### config.mk
export PLATFORM = sky130hd
export DESIGN_NAME = nbt_sram
export DESIGN_NICKNAME = d
export VERILOG_FILES = /design/src/rtl/nbt_pkg.sv /design/src/rtl/nbt_burst_gen.sv /design/src/rtl/nbt_cmd_pipe.sv /design/src/rtl/nbt_store.sv /design/src/rtl/nbt_sram.sv
export SDC_FILE = /design/constraint.sdc
export NUM_CORES = 2
export LEC_CHECK = 0
export BUFFER_PORTS_ARGS = -buffer_cell sky130_fd_sc_hd__buf_4
export CAP_MARGIN = 10
export CORE_ASPECT_RATIO = 2
export CORE_UTILIZATION = 50
export DETAILED_ROUTE_END_ITERATION = 12
export PLACE_DENSITY_LB_ADDON = 0.1
export RECOVER_POWER = 25
export SKIP_LAST_GASP = 1
export SYNTH_ARGS = -nofsm -noshare
export SYNTH_HDL_FRONTEND = slang
export SYNTH_MEMORY_MAX_BITS = 65536
export SYNTH_SLANG_ARGS = --single-unit
### constraint.sdc
create_clock -name clk -period 5.3 [get_ports clk]
set_input_delay 0.53 -clock clk [delete_from_list [all_inputs] [get_ports clk]]
set_output_delay 0.53 -clock clk [all_outputs]
set_load 0.005 [all_outputs]
### src/rtl/nbt_pkg.sv
package nbt_pkg;
  // a burst always spans four beats; the low two address bits walk it
  localparam int BEAT_W = 2;

  typedef enum logic {
    ORDER_LINEAR = 1'b0,
    ORDER_XOR    = 1'b1
  } burst_order_e;

  function automatic logic [BEAT_W-1:0] beat_low(
    input logic [BEAT_W-1:0] start_low,
    input logic [BEAT_W-1:0] beat,
    input burst_order_e      order
  );
    if (order == ORDER_XOR) return start_low ^ beat;
    return start_low + beat;
  endfunction
endpackage

### src/rtl/nbt_burst_gen.sv
module nbt_burst_gen import nbt_pkg::*; #(
  parameter int ADDR_W = 8
) (
  input  logic              clk,
  input  logic              rst_n,
  input  logic              sleep,
  input  logic              adv,
  input  logic              sel,
  input  logic              wr_sel,
  input  logic [ADDR_W-1:0] addr,
  input  burst_order_e      order,
  output logic              cmd_vld,
  output logic              cmd_wr,
  output logic [ADDR_W-1:0] cmd_addr
);
  logic              open_q;
  logic              type_wr_q;
  logic [ADDR_W-1:0] start_q;
  logic [BEAT_W-1:0] beat_q;
  logic [BEAT_W-1:0] beat_nxt;

  assign beat_nxt = beat_q + 1'b1;

  always_comb begin
    cmd_vld  = 1'b0;
    cmd_wr   = 1'b0;
    cmd_addr = addr;
    if (!sleep) begin
      if (adv) begin
        cmd_vld  = open_q;
        cmd_wr   = type_wr_q;
        cmd_addr = {start_q[ADDR_W-1:BEAT_W],
                    beat_low(start_q[BEAT_W-1:0], beat_nxt, order)};
      end else if (sel) begin
        cmd_vld = 1'b1;
        cmd_wr  = wr_sel;
      end
    end
  end

  always_ff @(posedge clk or negedge rst_n) begin
    if (!rst_n) begin
      open_q    <= 1'b0;
      type_wr_q <= 1'b0;
      start_q   <= '0;
      beat_q    <= '0;
    end else if (sleep) begin
      open_q <= 1'b0;
    end else if (adv) begin
      if (open_q) beat_q <= beat_nxt;
    end else if (sel) begin
      open_q    <= 1'b1;
      type_wr_q <= wr_sel;
      start_q   <= addr;
      beat_q    <= '0;
    end else begin
      open_q <= 1'b0;
    end
  end
endmodule

### src/rtl/nbt_cmd_pipe.sv
module nbt_cmd_pipe #(
  parameter int ADDR_W  = 8,
  parameter int N_BYTES = 2,
  parameter int DEPTH   = 2
) (
  input  logic               clk,
  input  logic               rst_n,
  input  logic               in_vld,
  input  logic               in_wr,
  input  logic [ADDR_W-1:0]  in_addr,
  input  logic [N_BYTES-1:0] in_be,
  output logic               st_vld  [DEPTH],
  output logic               st_wr   [DEPTH],
  output logic [ADDR_W-1:0]  st_addr [DEPTH],
  output logic [N_BYTES-1:0] st_be   [DEPTH]
);
  for (genvar s = 0; s < DEPTH; s++) begin : g_stage
    logic               src_vld;
    logic               src_wr;
    logic [ADDR_W-1:0]  src_addr;
    logic [N_BYTES-1:0] src_be;
    if (s == 0) begin : g_head
      assign src_vld  = in_vld;
      assign src_wr   = in_wr;
      assign src_addr = in_addr;
      assign src_be   = in_be;
    end else begin : g_tail
      assign src_vld  = st_vld[s-1];
      assign src_wr   = st_wr[s-1];
      assign src_addr = st_addr[s-1];
      assign src_be   = st_be[s-1];
    end
    always_ff @(posedge clk or negedge rst_n) begin
      if (!rst_n) begin
        st_vld[s]  <= 1'b0;
        st_wr[s]   <= 1'b0;
        st_addr[s] <= '0;
        st_be[s]   <= '0;
      end else begin
        st_vld[s]  <= src_vld;
        st_wr[s]   <= src_wr;
        st_addr[s] <= src_addr;
        st_be[s]   <= src_be;
      end
    end
  end
endmodule

### src/rtl/nbt_store.sv
module nbt_store #(
  parameter int ADDR_W  = 8,
  parameter int BYTE_W  = 9,
  parameter int N_BYTES = 2
) (
  input  logic                      clk,
  input  logic                      wr_en,
  input  logic [ADDR_W-1:0]         wr_addr,
  input  logic [N_BYTES-1:0]        wr_be,
  input  logic [BYTE_W*N_BYTES-1:0] wr_data,
  input  logic [ADDR_W-1:0]         rd_addr,
  input  logic                      fwd_en,
  output logic [BYTE_W*N_BYTES-1:0] rd_data
);
  localparam int WORDS = 1 << ADDR_W;

  for (genvar b = 0; b < N_BYTES; b++) begin : g_lane
    logic [BYTE_W-1:0] cells [WORDS];
    logic [BYTE_W-1:0] lane_in;
    logic              lane_we;

    assign lane_in = wr_data[b*BYTE_W +: BYTE_W];
    assign lane_we = wr_en && wr_be[b];

    always_ff @(posedge clk) begin
      if (lane_we) cells[wr_addr] <= lane_in;
    end

    // a lane still waiting for its late data is taken from the bus
    assign rd_data[b*BYTE_W +: BYTE_W] = (fwd_en && lane_we) ? lane_in : cells[rd_addr];
  end
endmodule

### src/rtl/nbt_sram.sv
module nbt_sram import nbt_pkg::*; #(
  parameter int ADDR_W  = 8,
  parameter int BYTE_W  = 9,
  parameter int N_BYTES = 2
) (
  input  logic                      clk,
  input  logic                      rst_n,
  input  logic                      mode_pipe,
  input  logic                      burst_xor,
  input  logic [ADDR_W-1:0]         addr,
  input  logic                      cs0_n,
  input  logic                      cs1,
  input  logic                      cs2_n,
  input  logic                      wr_sel,
  input  logic                      adv,
  input  logic [N_BYTES-1:0]        byte_we,
  input  logic [BYTE_W*N_BYTES-1:0] wdata,
  input  logic                      oe,
  input  logic                      sleep,
  output logic [BYTE_W*N_BYTES-1:0] rdata,
  output logic                      rdata_drive
);
  localparam int DATA_W  = BYTE_W * N_BYTES;
  localparam int N_STAGE = 2;

  logic              sel_all;
  logic              cmd_vld;
  logic              cmd_wr;
  logic [ADDR_W-1:0] cmd_addr;

  logic               st_vld  [N_STAGE];
  logic               st_wr   [N_STAGE];
  logic [ADDR_W-1:0]  st_addr [N_STAGE];
  logic [N_BYTES-1:0] st_be   [N_STAGE];

  logic               com_en;
  logic [ADDR_W-1:0]  com_addr;
  logic [N_BYTES-1:0] com_be;
  logic               fwd_hit;
  logic               rd_now;
  logic [DATA_W-1:0]  rd_word;
  logic               oreg_vld;
  logic [DATA_W-1:0]  oreg_data;
  logic               out_vld;

  assign sel_all = ~cs0_n & cs1 & ~cs2_n;

  nbt_burst_gen #(.ADDR_W(ADDR_W)) u_burst (
    .clk      (clk),
    .rst_n    (rst_n),
    .sleep    (sleep),
    .adv      (adv),
    .sel      (sel_all),
    .wr_sel   (wr_sel),
    .addr     (addr),
    .order    (burst_order_e'(burst_xor)),
    .cmd_vld  (cmd_vld),
    .cmd_wr   (cmd_wr),
    .cmd_addr (cmd_addr)
  );

  nbt_cmd_pipe #(.ADDR_W(ADDR_W), .N_BYTES(N_BYTES), .DEPTH(N_STAGE)) u_pipe (
    .clk     (clk),
    .rst_n   (rst_n),
    .in_vld  (cmd_vld),
    .in_wr   (cmd_wr),
    .in_addr (cmd_addr),
    .in_be   (byte_we),
    .st_vld  (st_vld),
    .st_wr   (st_wr),
    .st_addr (st_addr),
    .st_be   (st_be)
  );

  // the timing mode picks which stage meets its late data on the bus
  always_comb begin
    if (mode_pipe) begin
      com_en   = st_vld[1] && st_wr[1];
      com_addr = st_addr[1];
      com_be   = st_be[1];
    end else begin
      com_en   = st_vld[0] && st_wr[0];
      com_addr = st_addr[0];
      com_be   = st_be[0];
    end
  end

  assign rd_now  = st_vld[0] && !st_wr[0];
  assign fwd_hit = mode_pipe && com_en && (com_addr == st_addr[0]);

  nbt_store #(.ADDR_W(ADDR_W), .BYTE_W(BYTE_W), .N_BYTES(N_BYTES)) u_store (
    .clk     (clk),
    .wr_en   (com_en),
    .wr_addr (com_addr),
    .wr_be   (com_be),
    .wr_data (wdata),
    .rd_addr (st_addr[0]),
    .fwd_en  (fwd_hit),
    .rd_data (rd_word)
  );

  always_ff @(posedge clk or negedge rst_n) begin
    if (!rst_n) begin
      oreg_vld  <= 1'b0;
      oreg_data <= '0;
    end else begin
      oreg_vld <= rd_now;
      if (rd_now) oreg_data <= rd_word;
    end
  end

  assign out_vld     = mode_pipe ? oreg_vld : rd_now;
  assign rdata       = mode_pipe ? oreg_data : rd_word;
  assign rdata_drive = out_vld && oe && !sleep;
endmodule

==> impl_metrics.py <==
metrics = {
    "floorplanning": {
        "die-area_mm2": 0.364,
        "pin_count": 58,
        "die_w_um": 427,
        "die_h_um": 852,
        "start_util_pct": 50.3,
        "rows": 311,
        "coreArea_mm2": 0.359,
    },
    "run": {
        "maxCapViolations": 25,
    },
    "synthesis": {
        "syn_area_mm2": 0.181,
        "syn_nets": 8440,
        "yosys_warnings": 0,
        "syn_avg_cell_area_um2": 21.5,
        "synth_edf_count": 4608,
        "ys.flop_type": "edfxtp_1",
        "synth_cell_types": 77,
        "async_reset_ff_share_pct": 1.16,
        "ys_seq_area_share_pct": 77.4,
        "synth_cells": 8400,
        "ys_ff_latch": 4662,
    },
    "worst_setup_path": {
        "reg2regPathDepth": 5,
        "endpoint_kind": "primary output",
        "cp_data_arrival_time_ps": 4850,
        "required_ps": 4770,
        "cp_max_fo": 35,
        "start_kind": "flip-flop",
        "critPathKind": "flip-flop to primary output",
    },
    "cts": {
        "cts_tree": "built",
        "cts_root_buf": "clkbuf_16",
        "cts.htree.levels": 5,
        "clkLatencyLatePin_ps": 980,
        "clkTransAtPathRegs_ps": 70,
        "cts_max_path_buffers": 4,
        "clock-sinks": 4662,
        "numCtsBuffers": 399,
    },
    "global_route": {
        "grt_pass1_wl_mm": 762,
        "antenna_found_initial": 20,
        "grt.total_usage_pct": 30.6,
        "grt_start_max_net_pins": 223,
        "grt_pass1_vias": 95100,
        "overflow": 0,
    },
    "route": {
        "first_pass_iters": 8,
        "ant_nets": 0,
        "wirelength_mm": 557,
        "initialDrtViolationCount": 9939,
        "vias": 91800,
        "vias_per_cell": 6.41,
        "avgRoutedWirePerCell_um": 38.9,
        "drc": 0,
    },
    "place": {
        "post-place-cells": 13500,
        "hpwl_mm": 365,
        "port_buffers": 57,
        "gp_congestion": 0.891,
    },
    "timing": {
        "worst_pin_slew_ps": 6090,
        "rsz0062_at_grt": "true",
        "finalCriticalPeriod_ps": 5380,
        "timing.fmax_ghz": 0.186,
        "relSlewSlack_pct": -306,
        "finalSetupTns_ps": -153,
        "final-max-slew-violation-count": 2630,
        "worst_slack_ps": -77.5,
        "finalHoldViolCount": 0,
        "finalClockSkew_ps": 70.5,
        "fin_crit_sh_pct": 101,
        "finalSetupViolCount": 5,
    },
    "hold_path": {
        "hold_class": "primary input to flip-flop",
        "whs_path_depth": 5,
    },
    "power": {
        "p_leak_nw": 66.4,
        "power.density_mw_per_mm2": 391,
        "peakVddDrop_mv": 0.263,
    },
    "layout": {
        "final_cells": 14300,
        "synthToLayoutAreaGrowth_pct": 14.7,
        "nets": 9334,
        "multi_input_area_mm2": 0.0389,
        "fillCellCount": 26300,
        "final_cell_mix": "edfxtp_1 (4,608), mux4_2 (932), buf_4 (811), nor2_1 (543), clkbuf_16 (408)",
        "regArea_mm2": 0.140,
        "drive_gt1_share_pct": 29.0,
        "layout_commonest_cell": "edfxtp_1",
    },
    "status": {
        "status": "complete, but fails checks",
        "failed_checks": "capacitance limit, slew limit, setup timing",
    },
}
-- synth_stat cells (51+ instances only) --
cell	count	share of area, %
nor2_1	552	1.1
a22oi_1	228	0.95
mux2_2	66	0.41
dfrtp_1	54	0.75
mux4_2	931	12
mux4_1	93	1.4
clkbuf_1	208	0.43
buf_4	64	0.27
nand3_1	51	0.14
a21oi_1	137	0.38
o22ai_1	260	0.90
nand2_1	150	0.31
buf_2	110	0.30
buf_6	51	0.32
mux2i_1	318	1.8
edfxtp_1	4608	77
-- registers in the layout (all words and copies together), names as in the netlist --
register                 flops
u_pipe.g_stage.src_addr      8
oreg_vld                     1
oreg_data                   18
u_pipe.st_addr               8
u_pipe.st_be                 2
u_burst.open_q               1
u_pipe.st_vld                1
u_pipe.g_stage.src_wr        1
u_pipe.st_wr                 1
u_pipe.g_stage.src_be        2
u_store.g_lane.cells      4608
u_burst.type_wr_q            1
u_burst.beat_q               2
u_burst.start_q              8
-- timing repair --
action | in CTS | in global routing
hold endpoints to repair | 110 | 0
gates cloned | 22 | 0
hold buffers | 17 | 0
setup endpoints to repair | 18 | 11
resized for setup | 295 | 14
setup buffers | 61 | 13
pin swaps | 49 | 9
-- per-layer routing --
layer / vias up / track usage [%] / part of all wire [%] / wire length [um]
met5: - / 0 / 0.0047 / 26
met4: 6 / 19.5 / 7.8 / 43300
met3: 1235 / 4.50 / 6.3 / 35200
met2: 4200 / 54.7 / 53 / 296000
met1: 49300 / 33.7 / 33 / 182000
li1: 37100 / - / - / -
-- final timing paths --
kind                                          startpoint                              to  slack [ps]
max                        u_pipe.g_stage[1].src_addr[2]                       rdata[13]         -80
min                                            burst_xor   u_pipe.g_stage[1].src_addr[1]         120
max reg2reg                u_pipe.g_stage[1].src_addr[7]  u_store.g_lane[0].cells[21][7]         570
min reg2reg                  u_pipe.g_stage[1].src_be[0]                 u_pipe.st_be[0]         390
max in group asynchronous                          rst_n   u_pipe.g_stage[1].src_addr[1]        1180
min in group asynchronous                          rst_n              u_burst.start_q[2]        1450
-- worst max-delay path: stages, from the launching register on --
cell,delay [ps]
dfrtp_4,490
buf_12,150
clkbuf_4,210
buf_4,140
nor2_4,40
buf_12,200
a22oi_2,240
a21oi_2,100
o41ai_4,500
buf_4,210
nand4_1,440
or4_4,640
o21ai_4,250
buf_4,150
-- power breakdown --
group	switching (W)	internal (W)	leakage (nW)
combinational	0.00614	0.00398	17.9
clock	0.0135	0.0167	6.39
sequential	0.0000727	0.0406	42.0
total	0.0197	0.0613	66.4
-- cell families (layout without fill, tap and decap cells) --
family,Yosys count,after routing,share of synthesized area (%)
buf+inv,532,1748,1.97
mux,1408,1408,15.1
flops,4662,4662,77.4
xor+xnor,8,8,0.0388
simple gates,936,939,2.25
compound gates,853,853,3.21
other cells,0,10,0
fa+ha+maj,1,1,0.00693
-- final cells by class --
cell class / instances / area share [%]
Sequential cell: 4662 / 67.5
Multi-Input combinational cell: 3209 / 18.8
Clock buffer: 504 / 5.14
Timing Repair Buffer: 1008 / 4.57
Tap cell: 4695 / 2.84
Clock inverter: 222 / 1.20
Inverter: 14 / 0.0290
Antenna cell: 10 / 0.0121
-- through the flow --
| stage | hold slack [ps] | util, % | worst slack (ps) | area (um^2) | power (W) |
|---|---|---|---|---|---|
| after floorplan | 234 | - | 2280 | 181000 | 0.0465 |
| after global placement | 369 | 53.3 | -584 | 191000 | 0.0506 |
| after detailed placement | 364 | 53.3 | -657 | 191000 | 0.0507 |
| after CTS | 2.05 | 57.7 | -27.9 | 207000 | 0.0812 |
| after global routing | 152 | 57.7 | -43.7 | 207000 | 0.0827 |
| final | 124 | 57.7 | -77.5 | 207000 | 0.0810 |
No activity file was read; power rests on OpenSTA's default activity.
